--- src/rtl/hbus_pkg.sv ---
package hbus_pkg;

    typedef enum logic [1:0] {
        PH_IDLE = 2'd0,
        PH_ADDR = 2'd1,
        PH_DATA = 2'd2,
        PH_GAP  = 2'd3
    } phase_e;

    typedef enum logic [1:0] {
        CSM_NONE = 2'd0,
        CSM_TWO  = 2'd1,
        CSM_FOUR = 2'd2
    } cs_mode_e;

    localparam int NUM_CS   = 4;
    localparam int COARSE_W = 2;
    localparam int WAIT_CW  = COARSE_W + 2;

endpackage

--- src/rtl/hbus_wait_calc.sv ---
module hbus_wait_calc
    import hbus_pkg::*;
(
    input  logic [COARSE_W-1:0] coarse_i,
    input  logic                fine_i,
    output logic [WAIT_CW-1:0]  cycles_o
);

    localparam logic [WAIT_CW-1:0] TWO = WAIT_CW'(2);

    // data-phase clocks = 2*coarse + 2 - fine
    always_comb begin
        cycles_o = {1'b0, coarse_i, 1'b0} + TWO - WAIT_CW'(fine_i);
    end

endmodule

--- src/rtl/hbus_cs_decode.sv ---
module hbus_cs_decode
    import hbus_pkg::*;
(
    input  logic [1:0]        sel_i,
    input  logic              ext_i,
    input  logic [1:0]        addr_top_i,
    output logic              multi_o,
    output logic [NUM_CS-1:0] cs_vec_o
);

    cs_mode_e mode;

    always_comb begin
        unique case ({sel_i, ext_i})
            3'b110:  mode = CSM_TWO;
            3'b001:  mode = CSM_FOUR;
            default: mode = CSM_NONE;
        endcase
        multi_o = (mode != CSM_NONE);
    end

    for (genvar i = 0; i < NUM_CS; i++) begin : g_line
        always_comb begin
            cs_vec_o[i] = ((mode == CSM_TWO)  && (i < 2) && (int'(addr_top_i[1]) == i)) ||
                          ((mode == CSM_FOUR) && (int'(addr_top_i) == i));
        end
    end

endmodule

--- src/rtl/hbus_seq.sv ---
module hbus_seq
    import hbus_pkg::*;
#(
    parameter int ADDR_W = 20,
    parameter int DATA_W = 16,
    parameter int GAP_LW = 5
) (
    input  logic              clk,
    input  logic              rst_n,
    input  logic              req_i,
    input  logic              wr_i,
    input  logic [ADDR_W-1:0] addr_i,
    input  logic [DATA_W-1:0] wdata_i,
    input  logic [WAIT_CW-1:0] rd_cycles_i,
    input  logic [WAIT_CW-1:0] wr_cycles_i,
    input  logic [NUM_CS-1:0] cs_vec_i,
    input  logic [GAP_LW-1:0] gap_len_i,
    input  logic [DATA_W-1:0] rd_bus_i,
    output logic              rdy_o,
    output logic              ack_o,
    output logic [DATA_W-1:0] rdata_o,
    output logic [ADDR_W-1:0] ad_o,
    output logic              ad_oe_o,
    output logic              ale_o,
    output logic              rd_n_o,
    output logic              wr_n_o,
    output logic [NUM_CS-1:0] cs_n_o
);

    localparam int CW = (WAIT_CW > GAP_LW) ? WAIT_CW : GAP_LW;
    localparam logic [CW-1:0] ONE = CW'(1);

    typedef struct packed {
        phase_e              ph;
        logic [CW-1:0]       cnt;
        logic                wr;
        logic [ADDR_W-1:0]   addr;
        logic [DATA_W-1:0]   wdata;
        logic [NUM_CS-1:0]   cs;
        logic [GAP_LW-1:0]   gap;
        logic                ack;
        logic [DATA_W-1:0]   rdata;
    } seq_t;

    seq_t st_d, st_q;

    always_comb begin
        st_d     = st_q;
        st_d.ack = 1'b0;
        unique case (st_q.ph)
            PH_IDLE: begin
                if (req_i) begin
                    st_d.ph    = PH_ADDR;
                    st_d.wr    = wr_i;
                    st_d.addr  = addr_i;
                    st_d.wdata = wdata_i;
                    st_d.cs    = cs_vec_i;
                    st_d.gap   = gap_len_i;
                    st_d.cnt   = (wr_i ? CW'(wr_cycles_i) : CW'(rd_cycles_i)) - ONE;
                end
            end
            PH_ADDR: begin
                st_d.ph = PH_DATA;
            end
            PH_DATA: begin
                if (st_q.cnt == '0) begin
                    st_d.ack = 1'b1;
                    if (!st_q.wr) begin
                        st_d.rdata = rd_bus_i;
                    end
                    if (st_q.gap == '0) begin
                        st_d.ph = PH_IDLE;
                    end else begin
                        st_d.ph  = PH_GAP;
                        st_d.cnt = CW'(st_q.gap) - ONE;
                    end
                end else begin
                    st_d.cnt = st_q.cnt - ONE;
                end
            end
            PH_GAP: begin
                if (st_q.cnt == '0) begin
                    st_d.ph = PH_IDLE;
                end else begin
                    st_d.cnt = st_q.cnt - ONE;
                end
            end
            default: st_d.ph = PH_IDLE;
        endcase
    end

    always_ff @(posedge clk or negedge rst_n) begin
        if (!rst_n) begin
            st_q <= '0;
        end else begin
            st_q <= st_d;
        end
    end

    logic in_addr, in_data;

    always_comb begin
        in_addr = (st_q.ph == PH_ADDR);
        in_data = (st_q.ph == PH_DATA);
        rdy_o   = (st_q.ph == PH_IDLE);
        ack_o   = st_q.ack;
        rdata_o = st_q.rdata;
        ale_o   = in_addr;
        rd_n_o  = !(in_data && !st_q.wr);
        wr_n_o  = !(in_data && st_q.wr);
        ad_oe_o = in_addr || (in_data && st_q.wr);
        if (in_addr) begin
            ad_o = st_q.addr;
        end else if (in_data && st_q.wr) begin
            ad_o = ADDR_W'(st_q.wdata);
        end else begin
            ad_o = '0;
        end
        cs_n_o = (in_addr || in_data) ? ~st_q.cs : '1;
    end

    // address latch enable lasts a single clock
    a_r2_ale_single: assert property (@(posedge clk) disable iff (!rst_n)
        ale_o |=> !ale_o);

    // address latch enable only follows an idle, ready cycle
    a_r10_ale_after_ready: assert property (@(posedge clk) disable iff (!rst_n)
        ale_o |-> $past(rdy_o));

    // a strobe follows the address cycle directly
    a_r3_strobe_follows_ale: assert property (@(posedge clk) disable iff (!rst_n)
        ale_o |=> (!rd_n_o || !wr_n_o));

    // never both strobes at once
    a_r3_one_strobe: assert property (@(posedge clk) disable iff (!rst_n)
        rd_n_o || wr_n_o);

    // bus released while reading
    a_r4_read_released: assert property (@(posedge clk) disable iff (!rst_n)
        !rd_n_o |-> !ad_oe_o);

    // acknowledge is a single pulse right after a strobe
    a_r5_ack_pulse: assert property (@(posedge clk) disable iff (!rst_n)
        ack_o |=> !ack_o);
    a_r5_ack_after_strobe: assert property (@(posedge clk) disable iff (!rst_n)
        ack_o |-> ($past(!rd_n_o || !wr_n_o) && rd_n_o && wr_n_o));

    // at most one select active, none while ready
    a_r6_cs_onehot: assert property (@(posedge clk) disable iff (!rst_n)
        $onehot0(~cs_n_o));
    a_r6_cs_idle: assert property (@(posedge clk) disable iff (!rst_n)
        rdy_o |-> (&cs_n_o));

endmodule

--- src/rtl/hbus_mux_ctrl.sv ---
module hbus_mux_ctrl
    import hbus_pkg::*;
#(
    parameter int ADDR_W = 20,
    parameter int DATA_W = 16,
    parameter int GAP_W  = 4
) (
    input  logic              clk,
    input  logic              rst_n,
    input  logic              req_i,
    input  logic              wr_i,
    input  logic [ADDR_W-1:0] addr_i,
    input  logic [DATA_W-1:0] wdata_i,
    output logic              rdy_o,
    output logic              ack_o,
    output logic [DATA_W-1:0] rdata_o,
    input  logic [1:0]        cfg_rd_coarse_i,
    input  logic              cfg_rd_fine_i,
    input  logic [1:0]        cfg_wr_coarse_i,
    input  logic              cfg_wr_fine_i,
    input  logic [1:0]        cfg_cs_sel_i,
    input  logic              cfg_cs_ext_i,
    input  logic [GAP_W-1:0]  cfg_gap_i,
    input  logic              cfg_rate_adj_i,
    input  logic              cfg_burst_i,
    output logic              cfg_err_o,
    output logic [ADDR_W-1:0] ad_o,
    output logic              ad_oe_o,
    input  logic [ADDR_W-1:0] ad_i,
    output logic              ale_o,
    output logic              rd_n_o,
    output logic              wr_n_o,
    output logic [3:0]        cs_n_o
);

    localparam int GAP_LW = GAP_W + 1;

    logic [WAIT_CW-1:0] rd_cycles, wr_cycles;
    logic [NUM_CS-1:0]  cs_vec;
    logic               multi;
    logic [GAP_LW-1:0]  gap_len;

    hbus_wait_calc u_rd_wait (
        .coarse_i (cfg_rd_coarse_i),
        .fine_i   (cfg_rd_fine_i),
        .cycles_o (rd_cycles)
    );

    hbus_wait_calc u_wr_wait (
        .coarse_i (cfg_wr_coarse_i),
        .fine_i   (cfg_wr_fine_i),
        .cycles_o (wr_cycles)
    );

    hbus_cs_decode u_cs (
        .sel_i      (cfg_cs_sel_i),
        .ext_i      (cfg_cs_ext_i),
        .addr_top_i (addr_i[ADDR_W-1 -: 2]),
        .multi_o    (multi),
        .cs_vec_o   (cs_vec)
    );

    always_comb begin
        gap_len   = {1'b0, cfg_gap_i} + {{GAP_W{1'b0}}, (cfg_rate_adj_i & multi)};
        cfg_err_o = cfg_burst_i &
                    (|{cfg_rd_coarse_i, cfg_rd_fine_i, cfg_wr_coarse_i, cfg_wr_fine_i});
    end

    if (DATA_W < ADDR_W) begin : g_upper
        logic unused_upper;
        assign unused_upper = ^ad_i[ADDR_W-1:DATA_W];
    end

    hbus_seq #(
        .ADDR_W (ADDR_W),
        .DATA_W (DATA_W),
        .GAP_LW (GAP_LW)
    ) u_seq (
        .clk         (clk),
        .rst_n       (rst_n),
        .req_i       (req_i),
        .wr_i        (wr_i),
        .addr_i      (addr_i),
        .wdata_i     (wdata_i),
        .rd_cycles_i (rd_cycles),
        .wr_cycles_i (wr_cycles),
        .cs_vec_i    (cs_vec),
        .gap_len_i   (gap_len),
        .rd_bus_i    (ad_i[DATA_W-1:0]),
        .rdy_o       (rdy_o),
        .ack_o       (ack_o),
        .rdata_o     (rdata_o),
        .ad_o        (ad_o),
        .ad_oe_o     (ad_oe_o),
        .ale_o       (ale_o),
        .rd_n_o      (rd_n_o),
        .wr_n_o      (wr_n_o),
        .cs_n_o      (cs_n_o)
    );

    // an error needs burst to be requested
    a_r8_err_needs_burst: assert property (@(posedge clk) disable iff (!rst_n)
        cfg_err_o |-> cfg_burst_i);

endmodule

--- config.mk ---
export PLATFORM = sky130hd
export DESIGN_NAME = hbus_mux_ctrl
export DESIGN_NICKNAME = d
export VERILOG_FILES = /design/src/rtl/hbus_pkg.sv /design/src/rtl/hbus_wait_calc.sv /design/src/rtl/hbus_cs_decode.sv /design/src/rtl/hbus_seq.sv /design/src/rtl/hbus_mux_ctrl.sv
export SDC_FILE = /design/constraint.sdc
export NUM_CORES = 1
export LEC_CHECK = 0
export ABC_AREA = 1
export BUFFER_PORTS_ARGS = -buffer_cell sky130_fd_sc_hd__buf_2
export CAP_MARGIN = 0
export CORE_UTILIZATION = 46
export CTS_CLUSTER_DIAMETER = 150
export DETAILED_ROUTE_END_ITERATION = 8
export PLACE_DENSITY = 0.86
export SLEW_MARGIN = 0
export SYNTH_ARGS = -nofsm -noshare
export SYNTH_HDL_FRONTEND = slang
export SYNTH_HIERARCHICAL = 1
export SYNTH_SLANG_ARGS = --single-unit
--- constraint.sdc ---
create_clock -name clk -period 1.69 [get_ports clk]
set_input_delay 0.0845 -clock clk [delete_from_list [all_inputs] [get_ports clk]]
set_output_delay 0.0845 -clock clk [all_outputs]
set_load 0.01 [all_outputs]
==> results.json <==
{
  "status": "finished, final reports clean",
  "clk_pin_slew_ns": 0.07,
  "use_met3_pct": 5.77,
  "placed_cell_area_um2": 4500,
  "start_util_pct": 48.7,
  "synth_ff_type": "dfrtp_1",
  "use_met2_pct": 43.4,
  "first_global_vias": 3576,
  "grt_pass1_wl_mm": 16.0,
  "slew_viol_final": 0,
  "power_frac_seq_pct": 35.4,
  "syn_nets": 493,
  "wl_per_cell_um": 14.4,
  "routed_wl_mm": 9.83,
  "drv_cap": 0,
  "r2r-end": "u_seq/rdata_o[9]$_DFFE_PN0P_",
  "clock-root-buffer": "clkbuf_8",
  "yosysSeqAreaShare_pct": 45.6,
  "rows": 32,
  "hold_violations": 0,
  "arrival_ns": 1.58,
  "worstHoldPathCells": 2,
  "syn_inst": 404,
  "place.gp.congestion": 0.820,
  "fillers": 562,
  "ir_drop_uv": 880,
  "multiInputGateArea_um2": 1870,
  "clockBufferDepth": 2,
  "drive_above_1_share_pct": 42.7,
  "firstDrtPassIters": 4,
  "clock_skew_ns": 0.0109,
  "yosys_warnings": 6,
  "cp-end-kind": "output pin",
  "core_um2": 7890,
  "final_common_cell": "buf_2",
  "cts_buffers": 9,
  "hold_ws_ns": 0.0508,
  "max-slew-margin-rel_pct": 60.9,
  "vias_per_cell": 4.94,
  "worst_pin_slew_ns": 0.587,
  "grt.total_usage_pct": 23.5,
  "r2r_slack_ns": 0.04,
  "n_antenna_cell": 0,
  "regArea_um2": 1750,
  "grt_antenna_before_repair": 0,
  "cts_tree": "built",
  "cp.required_ns": 1.61,
  "max_freq_mhz": 601,
  "switching_power_uw": 3230,
  "clock_latency_ns": 0.33,
  "htree_levels": 3,
  "cts.sinks": 70,
  "synth_seq_cells": 70,
  "drcViolationCount": 0,
  "hold_class": "in -> reg",
  "cp_max_fo": 5,
  "dieArea_um2": 8720,
  "final_cell_mix": "buf_2 (117), nand2_1 (103), dfrtp_1 (69)",
  "crit_type": "reg -> out",
  "async_flop_share_pct": 100,
  "switching_share_pct": 38.1,
  "power_frac_comb_pct": 49.3,
  "clockPowerShare_pct": 15.3,
  "cp-start-kind": "flop",
  "die-height_um": 93.4,
  "power_density_nw_per_um2": 1550,
  "hp-start": "addr_i[18]",
  "busiest_layer": "met2",
  "drtAntennaViolNets": 0,
  "power_leakage_uw": 0.00284,
  "hpwl_mm": 6.18,
  "syn_area_um2": 3840,
  "die_w_um": 93.4,
  "ios": 122,
  "fin_nets": 664,
  "rsz0062_at_grt": "true",
  "r2r_cells": 6,
  "worstReg2RegStart": "u_seq/st_q[63]$_DFFE_PN0P_",
  "period_needed_ns": 1.66,
  "finalCritPeriodShare_pct": 98.5,
  "setup_viol_count_final": 0,
  "port_buffers": 117,
  "synth_edf_count": 0,
  "hold_end": "u_seq/st_q[60]$_DFFE_PN0P_",
  "areaGrowthSynthToFinish_pct": 42.4,
  "drt_iter0_drc": 161,
  "syn_area_per_cell_um2": 9.51,
  "intPower_uw": 5240,
  "final_cell_area_um2": 5470,
  "grt_max_degree": 29,
  "overflow": 0,
  "vias": 3361,
  "use_met1_pct": 27.0,
  "synth_cell_types": 29
}
[layout make-up]
class / count / area share, %
multi-input cells: 264 / 34.2
flip-flops and latches: 70 / 32.0
repair buffers: 188 / 24.8
inverters: 42 / 3.16
clock buffers: 11 / 2.58
well taps: 102 / 2.33
clock inverters: 4 / 0.869
[worst max-delay path: stages, from the launching register on]
cell and delay (ns):
dfrtp_1 0.39, inv_2 0.08, ha_4 0.15, buf_6 0.11, nand2_8 0.07, buf_12 0.15, o21ai_0 0.14, buf_2 0.16
[worst max path at each step]
| stage | startpoint | endpoint | slack (ns) | cells after the start |
|---|---|---|---|---|
| global route | u_seq/st_q[68]$_DFFE_PN0P_ | ad_o[8] | -0.07 | 7 |
| global placement | u_seq/st_q[69]$_DFFE_PN0P_ | ad_o[10] | 0.03 | 6 |
| finish | u_seq/st_q[68]$_DFFE_PN0P_ | ad_o[6] | 0.03 | 7 |
| detailed placement | u_seq/st_q[69]$_DFFE_PN0P_ | ad_o[11] | -0.07 | 6 |
| CTS | u_seq/st_q[69]$_DFFE_PN0P_ | ad_o[6] | 0.006 | 6 |
| floorplan | u_seq/st_q[68]$_DFFE_PN0P_ | u_seq/st_q[57]$_DFFE_PN0P_ | 0.04 | 6 |
[timing repair]
action,in CTS,in global routing
pin swaps,2,15
gates resized for setup,18,42
buffers inserted,3,2
hold buffers,48,3
cloned,0,4
endpoints found under the setup margin,33,55
hold endpoints to repair,67,3
[per-stage QoR]
stage | total power, uW | setup TNS, ns | cells | setup WS [ns] | util (%)
after floorplan | 5500 | 0 | 404 | 0.0380 | -
after global placement | 6280 | 0 | 606 | 0.0272 | 57.0
after detailed placement | 6480 | -0.649 | 606 | -0.0708 | 57.0
after CTS | 8020 | 0 | 672 | 0.00597 | 66.4
after global routing | 9070 | -1.02 | 681 | -0.0650 | 69.4
final | 8470 | 0 | 681 | 0.0252 | 69.4
[synthesized netlist by cell type (4+ instances only)]
| master | n | area share (%) |
|---|---|---|
| nor2_1 | 22 | 2.1 |
| mux2_4 | 10 | 3.9 |
| ha_1 | 14 | 4.6 |
| inv_1 | 41 | 4.0 |
| buf_4 | 18 | 3.5 |
| nand2_1 | 109 | 11 |
| buf_2 | 6 | 0.78 |
| o21ai_0 | 25 | 3.3 |
| clkbuf_1 | 4 | 0.39 |
| mux2_2 | 49 | 14 |
| dfrtp_1 | 70 | 46 |
| nand3_1 | 12 | 1.6 |
[sequential cells by signal (all words and copies together) (netlist names)]
| register | flops |
|---|---|
| u_seq/st_q | 53 |
| u_seq/rdata_o | 16 |
| u_seq/ack_o | 1 |
[cells by family after synthesis]
logic type / count (synthesis) / share of synthesized area (%)
and+or+nand+nor: 154 / 17.0
xor gates and xnor gates: 4 / 0.912
adders and majority gates: 14 / 4.56
AOI/OAI and AO/OA: 32 / 4.40
muxes: 59 / 18.3
buffers and inverters: 71 / 9.31
DFF: 70 / 45.6
[power groups by stage]
stage	registers (uW)	clock network, uW	logic, uW
floorplan	2820	0	2680
global placement	2890	0	3390
detailed placement	2950	0	3530
CTS	2940	1350	3740
global route	3090	1410	4580
finish	3000	1290	4180
[per-layer routing]
metal,part of all wire [%],routed length [um]
met5,0,0
met4,1.2,119
met3,5.3,523
met2,54,5270
met1,40,3910
Note: power is estimated with default switching activity, not from simulation.
